===== src/rtl/hdlc_fifo_status.sv =====
`timescale 1ns/1ps
module hdlc_fifo_status #(
  parameter int DEPTH = 128,
  localparam int CW = $clog2(DEPTH + 1)
) (
  input  logic          clk,
  input  logic          rst_n,
  input  logic [CW-1:0] rx_count,
  input  logic [CW-1:0] tx_count,
  input  logic [CW-1:0] rx_high_mark,
  input  logic [CW-1:0] tx_low_mark,
  input  logic          rx_open_flag,
  input  logic          rx_good_end,
  input  logic          rx_crc_err,
  input  logic          rx_overrun,
  input  logic          rx_abort,
  input  logic          tx_msg_done,
  input  logic          rd_en,
  output logic [7:0]    rd_data
);

  logic [2:0] ev_q;
  logic [3:0] live_q;

  wire       rx_end = rx_good_end | rx_crc_err | rx_overrun | rx_abort;
  wire [2:0] ev_set = {tx_msg_done, rx_end, rx_open_flag};

  wire [3:0] live_d = {rx_count > rx_high_mark,
                       rx_count != '0,
                       tx_count < tx_low_mark,
                       tx_count < CW'(DEPTH)};

  always_ff @(posedge clk or negedge rst_n) begin
    if (!rst_n) begin
      ev_q   <= '0;
      live_q <= '0;
    end else begin
      ev_q   <= (rd_en ? 3'b000 : ev_q) | ev_set;
      live_q <= live_d;
    end
  end

  assign rd_data = {1'b0, ev_q, live_q};

endmodule


===== config.mk =====
export PLATFORM = sky130hd
export DESIGN_NAME = hdlc_fifo_status
export DESIGN_NICKNAME = d
export VERILOG_FILES = /design/src/rtl/hdlc_fifo_status.sv
export SDC_FILE = /design/constraint.sdc
export NUM_CORES = 1
export LEC_CHECK = 0
export ABC_AREA = 1
export CORE_MARGIN = 3
export CORE_UTILIZATION = 33
export DETAILED_ROUTE_END_ITERATION = 8
export GPL_ROUTABILITY_DRIVEN = 0
export PLACE_DENSITY = 0.86
export SLEW_MARGIN = 5
export SYNTH_ARGS = -nofsm -noshare
export SYNTH_HDL_FRONTEND = slang
export SYNTH_SLANG_ARGS = --single-unit

===== constraint.sdc =====
create_clock -name clk -period 0.95 [get_ports clk]
set_clock_uncertainty 0.2 [all_clocks]
set_input_delay 0.1425 -clock clk [delete_from_list [all_inputs] [get_ports clk]]
set_output_delay 0.1425 -clock clk [all_outputs]
set_load 0.05 [all_outputs]

==> qor.txt <==
status: complete, but fails checks
violated checks: negative hold slack, negative setup slack
Synth warnings: 0
post-place setup slack: -850 ps
Pleak: 0.692 nW
mapped cell area: 646 sq um
Avg Inst Size Synth: 7.42 sq um
total gr overflow: 0
Finished Cell Area: 0.00144 sq mm
TritonCTS clock tree: yes
cell row count: 15
sequential cell area fraction in the yosys report: 0.271
CP Launch Type: flop
drt first pass iters: 4
GRT Total Usage: 0.188
most common cell after layout, fill and taps aside: dlygate4sd2_1
reg2reg setup slack: 80 ps
clock-pin slew on the worst setup and hold paths: 60 ps
hold crit path type: in2async
DRC violations left: 0
crit path from: ev_q[2]$_DFF_PN0_
Final period util: 1.23
WP data required: 610 ps
CP peak stage delay: 420 ps
die width: 50.2 um
CP Cell Sequence: buf_12
Final WS setup: -218 ps
largest net degree at the start of global routing: 8
largest fanout on the critical path: 2
hold slack: -41.5 ps
I/O pin count: 49
final setup fails: 10
Seq cells post-synth: 7
Clock Tree Root: clkbuf_4
drt initial violations: 3
PD cells: 864 mW/mm^2
FF-to-FF Start: ev_q[1]$_DFF_PN0_
initial antenna violation count: 0
kind of end point of the critical path: output pin
first-pass GRT wire length: 3590 um
Starting Density: 0.362
Fin Setup TNS: -1620 ps
commonest cells after routing, fill and taps aside: 14 x dlygate4sd2_1, 13 x ha_4, 12 x inv_1, 12 x nand2_1, 11 x clkbuf_2
VDD IR max: 0.484 mV
max cap viols: 0
Via-to-Cell Ratio: 4.57
syn_nets: 143
power consumption: 1.24 mW
total stage count of the critical path: 1
vias in the first global route: 867
CTS Buf Count: 3
post-layout min period: 1170 ps
drt wl/cell: 13.6 um
r2r worst-path depth: 2
Worst Path Class, Setup: reg2out
Sink Count: 7
Yosys cell types: 14
area delta synth->final: 123%
synthesized instance count: 87
Worst-Skew Late Latency: 250 ps
CP top delay family: flip-flops
layout net count: 198
DR vias: 758
Final Max Slew Viols: 0
Die ar.: 0.00252 sq mm
Worst Path Arrival: 830 ps
Fin. Hold Viols: 9
Max Clk Rate: 856 MHz
htree depth: 1
Ant. Diodes: 0
post-DP HPWL: 1850 um
clock tree buffer depth: 2
layout cells sized above 1: 0.532
Critical Path Slowest Stage Cell: dfrtp_2
chip height: 50.2 um
CORE AREA: 0.00178 sq mm
placed cell area: 0.00139 sq mm
I/O Buffers: 47
RSZ-0062 raised after global routing: true
post-route ant nets: 0
Post-Route WL: 2260 um
CP bufs+invs: 1
Layout fillers: 113
==> through the flow <==
| stage | util | cells |
|---|---|---|
| after CTS | 0.823 | 166 |
| after global placement | 0.781 | 162 |
| final | 0.808 | 166 |
| after global routing | 0.808 | 166 |
| after detailed placement | 0.781 | 162 |
| after floorplan | - | 87 |
==> area by class of cell <==
class | instances | area (sq um) | share of cell area
clock buffers | 4 | 26.3 | 0.0182
inverters | 25 | 121 | 0.0843
multi-input cells | 54 | 597 | 0.414
flip-flops and latches | 7 | 179 | 0.124
well taps | 25 | 31.3 | 0.0217
repair buffers | 51 | 485 | 0.337
==> state kept, by name, indices dropped and copies added (netlist names) <==
register	count
live_q	4
ev_q	3
==> metal layers <==
metal  global-route usage  share of wire  vias to the layer above
met5                    0              0                        -
met1                0.176           0.35                      347
met3               0.0564          0.075                        2
met4               0.0737          0.012                        0
li1                     -              -                      375
met2                0.370           0.56                       34
==> cell usage after synthesis <==
master    count  area share
nor4_1        3       0.029
a21o_2        1       0.014
nand3_1       1      0.0077
o21bai_1      2       0.023
ha_1         15        0.29
conb_1        1      0.0058
buf_4         1       0.012
dfrtp_1       7        0.27
nor2_1        4       0.023
nand2_1      17       0.099
o21ai_0       2       0.016
a21oi_1       7       0.054
inv_1        25        0.15
nor2_2        1      0.0097
==> power breakdown <==
part           total [mW]  leakage [nW]  switching [mW]  internal, mW
combinational       0.632         0.605           0.301         0.331
sequential          0.338        0.0723          0.0182         0.319
clock               0.274        0.0150           0.114         0.161
==> final timing paths <==
path	to
max	rd_data[6]
min	live_q[1]$_DFF_PN0_
max reg2reg	ev_q[1]$_DFF_PN0_
min reg2reg	ev_q[0]$_DFF_PN0_
max in group asynchronous	ev_q[1]$_DFF_PN0_
min in group clk	live_q[2]$_DFF_PN0_
==> kinds of logic (layout without fill, tap and decap cells) <==
kind of cell,after synthesis,after routing,synth area share
DFF,7,7,0.271
AOI/OAI and AO/OA,12,12,0.107
and+or+nand+nor,26,26,0.169
buffers and inverters,26,80,0.157
other,1,1,0.00581
adders and majority gates,15,15,0.291
==> what timing repair did <==
action,4_1_cts,5_1_grt
buffers inserted,0,0
hold endpoints to repair,7,9
resized for setup,79,17
pin swaps,22,12
setup endpoints to repair,11,10
(Power assumes the default switching activity.)
